$ cat src/rtl/therm_pkg.sv
package therm_pkg;

  typedef enum logic [1:0] {
    SPD_LOW  = 2'b00,
    SPD_MED  = 2'b01,
    SPD_HIGH = 2'b10
  } speed_e;

  // Threshold that must be exceeded to hold or enter a given level.
  function automatic int level_floor(speed_e lvl, int med_on, int high_on);
    case (lvl)
      SPD_MED:  return med_on;
      SPD_HIGH: return high_on;
      default:  return -32768;
    endcase
  endfunction

  // Next speed from the current speed and one valid reading.
  function automatic speed_e next_speed(speed_e cur, int t, int med_on,
                                        int high_on, int hyst);
    int high_keep;
    int med_keep;
    high_keep = (cur == SPD_HIGH) ? high_on - hyst : high_on;
    med_keep  = (cur != SPD_LOW)  ? med_on - hyst  : med_on;
    if (t > high_keep)     return SPD_HIGH;
    else if (t > med_keep) return SPD_MED;
    else                   return SPD_LOW;
  endfunction

  function automatic logic over_limit(int t, int limit);
    return t > limit;
  endfunction

endpackage

$ cat src/rtl/fan_speed_ctrl.sv
module fan_speed_ctrl
  import therm_pkg::*;
#(
  parameter int TEMP_W  = 10,
  parameter int MED_ON  = 39,
  parameter int HIGH_ON = 51,
  parameter int HYST    = 3
) (
  input  logic                     clk,
  input  logic                     rst_n,
  input  logic signed [TEMP_W-1:0] temp,
  input  logic                     valid,
  output speed_e                   speed
);

  int     temp_i;
  speed_e speed_nxt;
  logic   step_up_evt;
  logic   step_down_evt;

  assign temp_i    = int'(temp);
  assign speed_nxt = next_speed(speed, temp_i, MED_ON, HIGH_ON, HYST);

  assign step_up_evt   = valid && (speed_nxt > speed);
  assign step_down_evt = valid && (speed_nxt < speed);

  always_ff @(posedge clk or negedge rst_n) begin
    if (!rst_n) begin
      speed <= SPD_LOW;
    end else if (valid) begin
      speed <= speed_nxt;
    end
  end

  AST_SPEED_LEGAL: assert property (@(posedge clk) disable iff (!rst_n)
    speed != 2'b11);

  AST_HOLD_NO_VALID: assert property (@(posedge clk) disable iff (!rst_n)
    !valid |=> $stable(speed));

  AST_HIGH_CAUSE: assert property (@(posedge clk) disable iff (!rst_n)
    (valid && speed != SPD_HIGH && temp_i > HIGH_ON) |=> speed == SPD_HIGH);

  AST_DROP_HYST: assert property (@(posedge clk) disable iff (!rst_n)
    step_down_evt |-> temp_i <= level_floor(speed, MED_ON, HIGH_ON) - HYST);

  AST_RISE_CAUSE: assert property (@(posedge clk) disable iff (!rst_n)
    step_up_evt |-> temp_i > MED_ON);

endmodule

$ cat src/rtl/trip_latch.sv
module trip_latch
  import therm_pkg::*;
#(
  parameter int TEMP_W = 10,
  parameter int LIMIT  = 97
) (
  input  logic                     clk,
  input  logic                     rst_n,
  input  logic signed [TEMP_W-1:0] temp,
  input  logic                     valid,
  output logic                     tripped
);

  logic trip_evt;

  assign trip_evt = valid && over_limit(int'(temp), LIMIT);

  always_ff @(posedge clk or negedge rst_n) begin
    if (!rst_n) begin
      tripped <= 1'b0;
    end else if (trip_evt) begin
      tripped <= 1'b1;
    end
  end

  AST_TRIP_STICKY: assert property (@(posedge clk) disable iff (!rst_n)
    tripped |=> tripped);

  AST_TRIP_CAUSE: assert property (@(posedge clk) disable iff (!rst_n)
    !tripped ##1 tripped |-> $past(valid) && int'($past(temp)) > LIMIT);

  AST_TRIP_IGNORED: assert property (@(posedge clk) disable iff (!rst_n)
    (!tripped && !valid) |=> !tripped);

endmodule

$ cat src/rtl/thermal_fan_supervisor.sv
module thermal_fan_supervisor
  import therm_pkg::*;
#(
  parameter int TEMP_W   = 10,
  parameter int MED_ON   = 39,
  parameter int HIGH_ON  = 51,
  parameter int HYST     = 3,
  parameter int PSU_TRIP = 97,
  parameter int CPU_TRIP = 100
) (
  input  logic              clk,
  input  logic              rst_n,
  input  logic [TEMP_W-1:0] psu_temp,
  input  logic              psu_valid,
  input  logic [TEMP_W-1:0] cpu_temp,
  input  logic              cpu_valid,
  output logic [1:0]        fan_speed,
  output logic              warn_high,
  output logic              shutdown_req,
  output logic              trip_psu,
  output logic              trip_cpu
);

  localparam int NSENS = 2;
  localparam int LIMITS [NSENS] = '{PSU_TRIP, CPU_TRIP};

  speed_e                    speed;
  logic signed [TEMP_W-1:0]  s_temp  [NSENS];
  logic                      s_valid [NSENS];
  logic                      s_trip  [NSENS];

  assign s_temp[0]  = $signed(psu_temp);
  assign s_temp[1]  = $signed(cpu_temp);
  assign s_valid[0] = psu_valid;
  assign s_valid[1] = cpu_valid;

  fan_speed_ctrl #(
    .TEMP_W (TEMP_W),
    .MED_ON (MED_ON),
    .HIGH_ON(HIGH_ON),
    .HYST   (HYST)
  ) u_fan (
    .clk  (clk),
    .rst_n(rst_n),
    .temp (s_temp[0]),
    .valid(psu_valid),
    .speed(speed)
  );

  for (genvar g = 0; g < NSENS; g++) begin : g_sensor
    trip_latch #(
      .TEMP_W(TEMP_W),
      .LIMIT (LIMITS[g])
    ) u_trip (
      .clk    (clk),
      .rst_n  (rst_n),
      .temp   (s_temp[g]),
      .valid  (s_valid[g]),
      .tripped(s_trip[g])
    );
  end

  assign fan_speed    = speed;
  assign warn_high    = (speed == SPD_HIGH);
  assign trip_psu     = s_trip[0];
  assign trip_cpu     = s_trip[1];
  assign shutdown_req = s_trip[0] | s_trip[1];

  AST_CPU_NO_SPEED: assert property (@(posedge clk) disable iff (!rst_n)
    (!psu_valid && cpu_valid) |=> $stable(fan_speed));

  AST_SD_STICKY: assert property (@(posedge clk) disable iff (!rst_n)
    shutdown_req |=> shutdown_req);

endmodule

$ cat config.mk
export PLATFORM = sky130hd
export DESIGN_NAME = thermal_fan_supervisor
export DESIGN_NICKNAME = d
export VERILOG_FILES = /design/src/rtl/therm_pkg.sv /design/src/rtl/fan_speed_ctrl.sv /design/src/rtl/trip_latch.sv /design/src/rtl/thermal_fan_supervisor.sv
export SDC_FILE = /design/constraint.sdc
export NUM_CORES = 1
export LEC_CHECK = 0
export CORE_AREA = 2 2 39 41
export CTS_CLUSTER_SIZE = 25
export DETAILED_ROUTE_END_ITERATION = 7
export DIE_AREA = 0 0 41 43
export PLACE_DENSITY = 0.82
export SYNTH_ARGS = -nofsm -noshare
export SYNTH_HDL_FRONTEND = slang
export SYNTH_SLANG_ARGS = --single-unit
$ cat constraint.sdc
create_clock -name clk -period 1.4 [get_ports clk]
set_clock_uncertainty 0.05 [all_clocks]
set_input_delay 0.21 -clock clk [delete_from_list [all_inputs] [get_ports clk]]
set_output_delay 0.21 -clock clk [all_outputs]
set_load 0.02 [all_outputs]
Yosys cells after proc, flatten, opt, wreduce, memory -nomap -nowiden
Cells that the tools add are included.
{ "op_classes": {"n_lt_le_gt_ge": 4, "eq_ne": 1, "mux": 4, "n_bitwise": 1, "reduce_logical": 3} }
{ "op_table": {"columns": ["operator", "n"], "rows": [
  ["$gt A10 B7 Y1", 2],
  ["$gt A10 B8 Y1 const B", 2],
  ["$mux W2", 3],
  ["$eq A2 B2 Y1 const B", 1],
  ["$logic_and A1 B1 Y1", 2],
  ["$reduce_bool A2 Y1", 1],
  ["$mux W1", 1],
  ["$or A1 B1 Y1", 1]
]} }
{ "totals": {"register_bits": 4, "inputBits": 24, "out_inout_bits": 6, "wordCells": 16} }

Depth between registers and ports, before layout
{ "depth": {"ltp_word": 5, "mapped_depth": 7, "ltp_nobuf": 7} }

Cells and area by module
Synthesis repeated with hierarchy kept, for this count alone.
{ "hier_totals": {"hier_cells": 43, "area_unflattened_um2": 386.6} }
{ "by_module_without_submodules": {"columns": ["mod", "instances", "cells_each", "area_per_inst_um2", "seq_area_each_um2"], "rows": [
  ["fan_speed_ctrl", 1, 27, 241.5, 50.0],
  ["trip_latch at g_sensor[0].u_trip", 1, 7, 68.8, 25.0],
  ["trip_latch at g_sensor[1].u_trip", 1, 7, 63.8, 25.0],
  ["thermal_fan_supervisor", 1, 2, 12.5, 0.0]
]} }

Worst setup path before layout
Ideal clock, no wire load.
{ "synth_timing": {"path_type": "reg-to-reg", "from": "register u_fan.speed[0]", "to": "register u_fan.speed[0]", "setup_time_ns": 0.066, "arrival_ns": 1.559, "t_required_ns": 1.284, "slack_ns": -0.275, "path_stages_with_launch": 7, "n_path_buf": 0, "cell_sequence": "dfrtp_1 -> nand2b_1 -> inv_1 -> ha_1 -> a21o_1 -> a21oi_1 -> a41o_1"} }
{ "synth_rtl": {"columns": ["item", "line_no", "source"], "rows": [
  ["start: declaration", "fan_speed_ctrl.sv:13", "output speed_e speed"],
  ["start signal: assignment", "fan_speed_ctrl.sv:31", "speed <= speed_nxt;"],
  ["$eq A2 B2 Y1", null, null],
  ["via warn_high", "thermal_fan_supervisor.sv:18", "output logic warn_high,"],
  ["$mux W2", "therm_pkg.sv:23", "high_keep = (cur == SPD_HIGH) ? high_on - hyst : high_on;"],
  ["$gt A10 B7 Y1", "therm_pkg.sv:25", "if (t > high_keep) return SPD_HIGH;"],
  ["$mux W2", "therm_pkg.sv:25", null]
]} }
The timed path passes the listed nets, and every way through them passes these cells.
A chain may end at the register's enable or synchronous reset.

Final worst setup path
{ "layout_timing": {"from": "register u_fan.speed[1]", "to": "register u_fan.speed[0]"} }
{ "layout_between": {"elab_chain_len": 5} }
{ "layout_rtl": {"columns": ["item", "line_no", "source"], "rows": [
  ["$reduce_bool A2 Y1", "therm_pkg.sv:24", "med_keep = (cur != SPD_LOW) ? med_on - hyst : med_on;"],
  ["$mux W2", "therm_pkg.sv:24", null],
  ["$gt A10 B7 Y1", "therm_pkg.sv:26", "else if (t > med_keep) return SPD_MED;"],
  ["$mux W1", "therm_pkg.sv:26", null],
  ["$mux W2 (*)", "therm_pkg.sv:25", null]
]} }
Mark *: on every way between the ends. The rest lies on a longest branch, timed or not.

==> results.toml <==
[clocking]
cts_tree = "yes"
cts.sinks = 4
cts_root_buf = "clkbuf_4"
clock_latency_ns = 0.23
clockBufferDepth = 2
path_clk_slew_ns = 0.04
post-cts-setup-buffers = 0
cts_buffers = 3
htreeDepth = 1
ctsHoldBuffers = 0

[cells_and_area]
drive_above_1_share = 0.288
syn_to_final_growth_pct = 128
antenna_cells = 0
fill_cells = 134
final_nets = 110

[placement]
place_congestion = 0.741
post-dp-hpwl_um = 889
place_worst_setup_slack_ns = -0.291
portBuffers = 29

[power]
cellLeakagePower_nw = 0.333
powerDensity_nw_per_um2 = 591
vdd_drop_max_mv = 0.431
finalPower_w = 0.000452

[critical_path]
crit_type = "flop to flop"
critPathSlowestCell = "dfrtp_2"
regToRegSetupSlack_ns = -0.08
crit_top_cell = "nand2_1"
reg2reg_from = "u_fan.speed[1]$_DFFE_PN0P_"
rr_worst_depth = 6
slowest_delay_ns = 0.42
critPathMaxFanout = 3
path_buf_inv = 0
worstPathCellList = "or2_4 > ha_4 > nand2_1 > nand2_1 > o21ai_1 > a41o_1"
end_kind = "flop"
startpoint_type = "flop"
cp_top_family = "flip-flops"
crit_arrival_ns = 1.55
required_ns = 1.47
timing.rr.end = "u_fan.speed[0]$_DFFE_PN0P_"

[synthesis]
syn-instance-count = 43
synth_area_um2 = 337
synthXorXnorAreaFrac = 0
synth_area_leaders = "dfrtp_1 30%, ha_1 15%, inv_1 7.8%"
ys_warn_count = 0
synth_top_area_cell = "dfrtp_1"
synth_top_family_by_area = "compound AO/OA/AOI/OAI gates"
synth_fp_nets = 71
synth_simple_gate_area_frac = 0.212
yosys.area.top_type_share = 0.297
synth_fa_ha_area_frac = 0.149
synth_seq_cells = 4
synth-compound-area-share = 0.264
yosysUniqueCellTypes = 19
postSynthAreaPerCell_um2 = 7.83
synthMuxAreaShare = 0
seq_area_frac_synth = 0.297

[route]
wl_met2_um = 545
drt_iter0_drc = 1
drc = 0
vias_per_cell = 4.55
dr_wl_met3_um = 88
postRouteAntennaNets = 0
drt-pass1-iter-count = 4
via_count = 437
wl_met1_um = 398
wl_per_cell_um = 10.9
drt-total-wl_um = 1050
topRoutingLayerUsed = "met4"

[sta]
slew_headroom = 0.833
tightestPinTransition_ns = 0.248
fin_ws_ns = -0.0832
final_hold_viol_count = 0
period_share = 1.06
period_minus_slack_ns = 1.48
slew_viol_final = 0
setup_viol = 1
fmax_ghz = 0.674
setup_tns_ns = -0.0832
grt_setup_unrepaired = "yes"

[floorplanning]
dieArea_um2 = 1760
fp.dieH_um = 43
start_util = 0.243
num_rows = 14
die_x_um = 41
num_io_pins = 30
coreArea_um2 = 1380

[grt]
grt_use_total = 0.137
grt_pass1_vias = 434
grt_antenna_before_repair = 0
grt_max_degree = 5
grt_pass1_wl_um = 1620
grt-ovfl-total = 0

[run]
maxCapViolations = 0

[worst_hold_path]
hold_class = "input pin to async pin"

[outcome]
outcome = "complete, but fails checks"
violations = "setup timing"
-- worst max-delay path by stage --
| stage | from | to | slack, ns | cells after the start |
|---|---|---|---|---|
| after global routing | u_fan.speed[0]$_DFFE_PN0P_ | u_fan.speed[0]$_DFFE_PN0P_ | -0.14 | 5 |
| after CTS | u_fan.speed[1]$_DFFE_PN0P_ | u_fan.speed[0]$_DFFE_PN0P_ | -0.07 | 6 |
| after global placement | psu_temp[1] | u_fan.speed[0]$_DFFE_PN0P_ | -0.25 | 5 |
| after detailed placement | psu_temp[1] | u_fan.speed[0]$_DFFE_PN0P_ | -0.29 | 5 |
| final | u_fan.speed[1]$_DFFE_PN0P_ | u_fan.speed[0]$_DFFE_PN0P_ | -0.08 | 6 |
| after floorplan | u_fan.speed[0]$_DFFE_PN0P_ | u_fan.speed[0]$_DFFE_PN0P_ | -0.08 | 6 |
-- per-stage QoR --
step	hold WS, ns	cell area [um^2]	utilization	instances
floorplan	-0.136	387	-	43
global placement	0.374	734	0.531	93
detailed placement	0.375	734	0.531	93
CTS	0.120	761	0.550	96
global route	0.133	766	0.553	96
finish	0.124	766	0.553	96
-- power breakdown --
part	switching [W]	internal (W)	total, W
sequential	0.00000401	0.000120	0.000124
clock	0.0000457	0.0000958	0.000141
combinational	0.0000745	0.000112	0.000187
-- cell usage after synthesis, drive strengths merged --
| library cell | number |
|---|---|
| nand2 | 5 |
| a21o | 1 |
| o22ai | 1 |
| a21oi | 3 |
| a41o | 1 |
| nor2 | 4 |
| dfrtp | 4 |
| inv | 7 |
| o21bai | 1 |
| nand2b | 2 |
| a311oi | 1 |
| nor2b | 1 |
| or2 | 2 |
| o21ai | 3 |
| nor4 | 1 |
| a31o | 1 |
| ha | 4 |
| a311o | 1 |
-- layer usage --
metal | track usage | vias to the layer above
met1 | 0.143 | 191
met4 | 0.0600 | 0
li1 | - | 226
met5 | 0 | -
met3 | 0.0419 | 2
met2 | 0.234 | 18
-- logic make-up (layout without fill, tap and decap cells) --
family / after synthesis / count (layout)
simple gates: 15 / 15
compound gates: 13 / 13
buf+inv: 7 / 44
fa+ha+maj: 4 / 4
flops: 4 / 4
-- sequential cells by signal, indices dropped and copies added (netlist names) --
register,flops
g_sensor.u_trip.tripped,2
u_fan.speed,2
-- layout make-up --
cell class	instances	area, um^2	area share
timing repair buffer	34	315	0.412
multi-input combinational	32	272	0.355
sequential	4	103	0.134
inverter	7	33.8	0.0441
clock buffer	3	22.5	0.0294
tap	16	20.0	0.0261
-- what timing repair did --
action                     in CTS  in global routing
setup endpoints to repair       7                  3
pin swaps                       2                  2
resized for setup              13                  5
-- layout by cell type, fill, tap and decap left out, types with 2 or more instances in the layout --
cell type and instances:
buf_2 2, inv_1 5, ha_4 3, dlygate4sd2_1 4
a21oi_2 2, o21ai_1 2, nand2_1 5, dfrtp_1 2
dfrtp_2 2, nor2_1 4, clkbuf_4 3, clkdlybuf4s50_1 22
buf_4 5
Power figures use the tool's default switching activity.
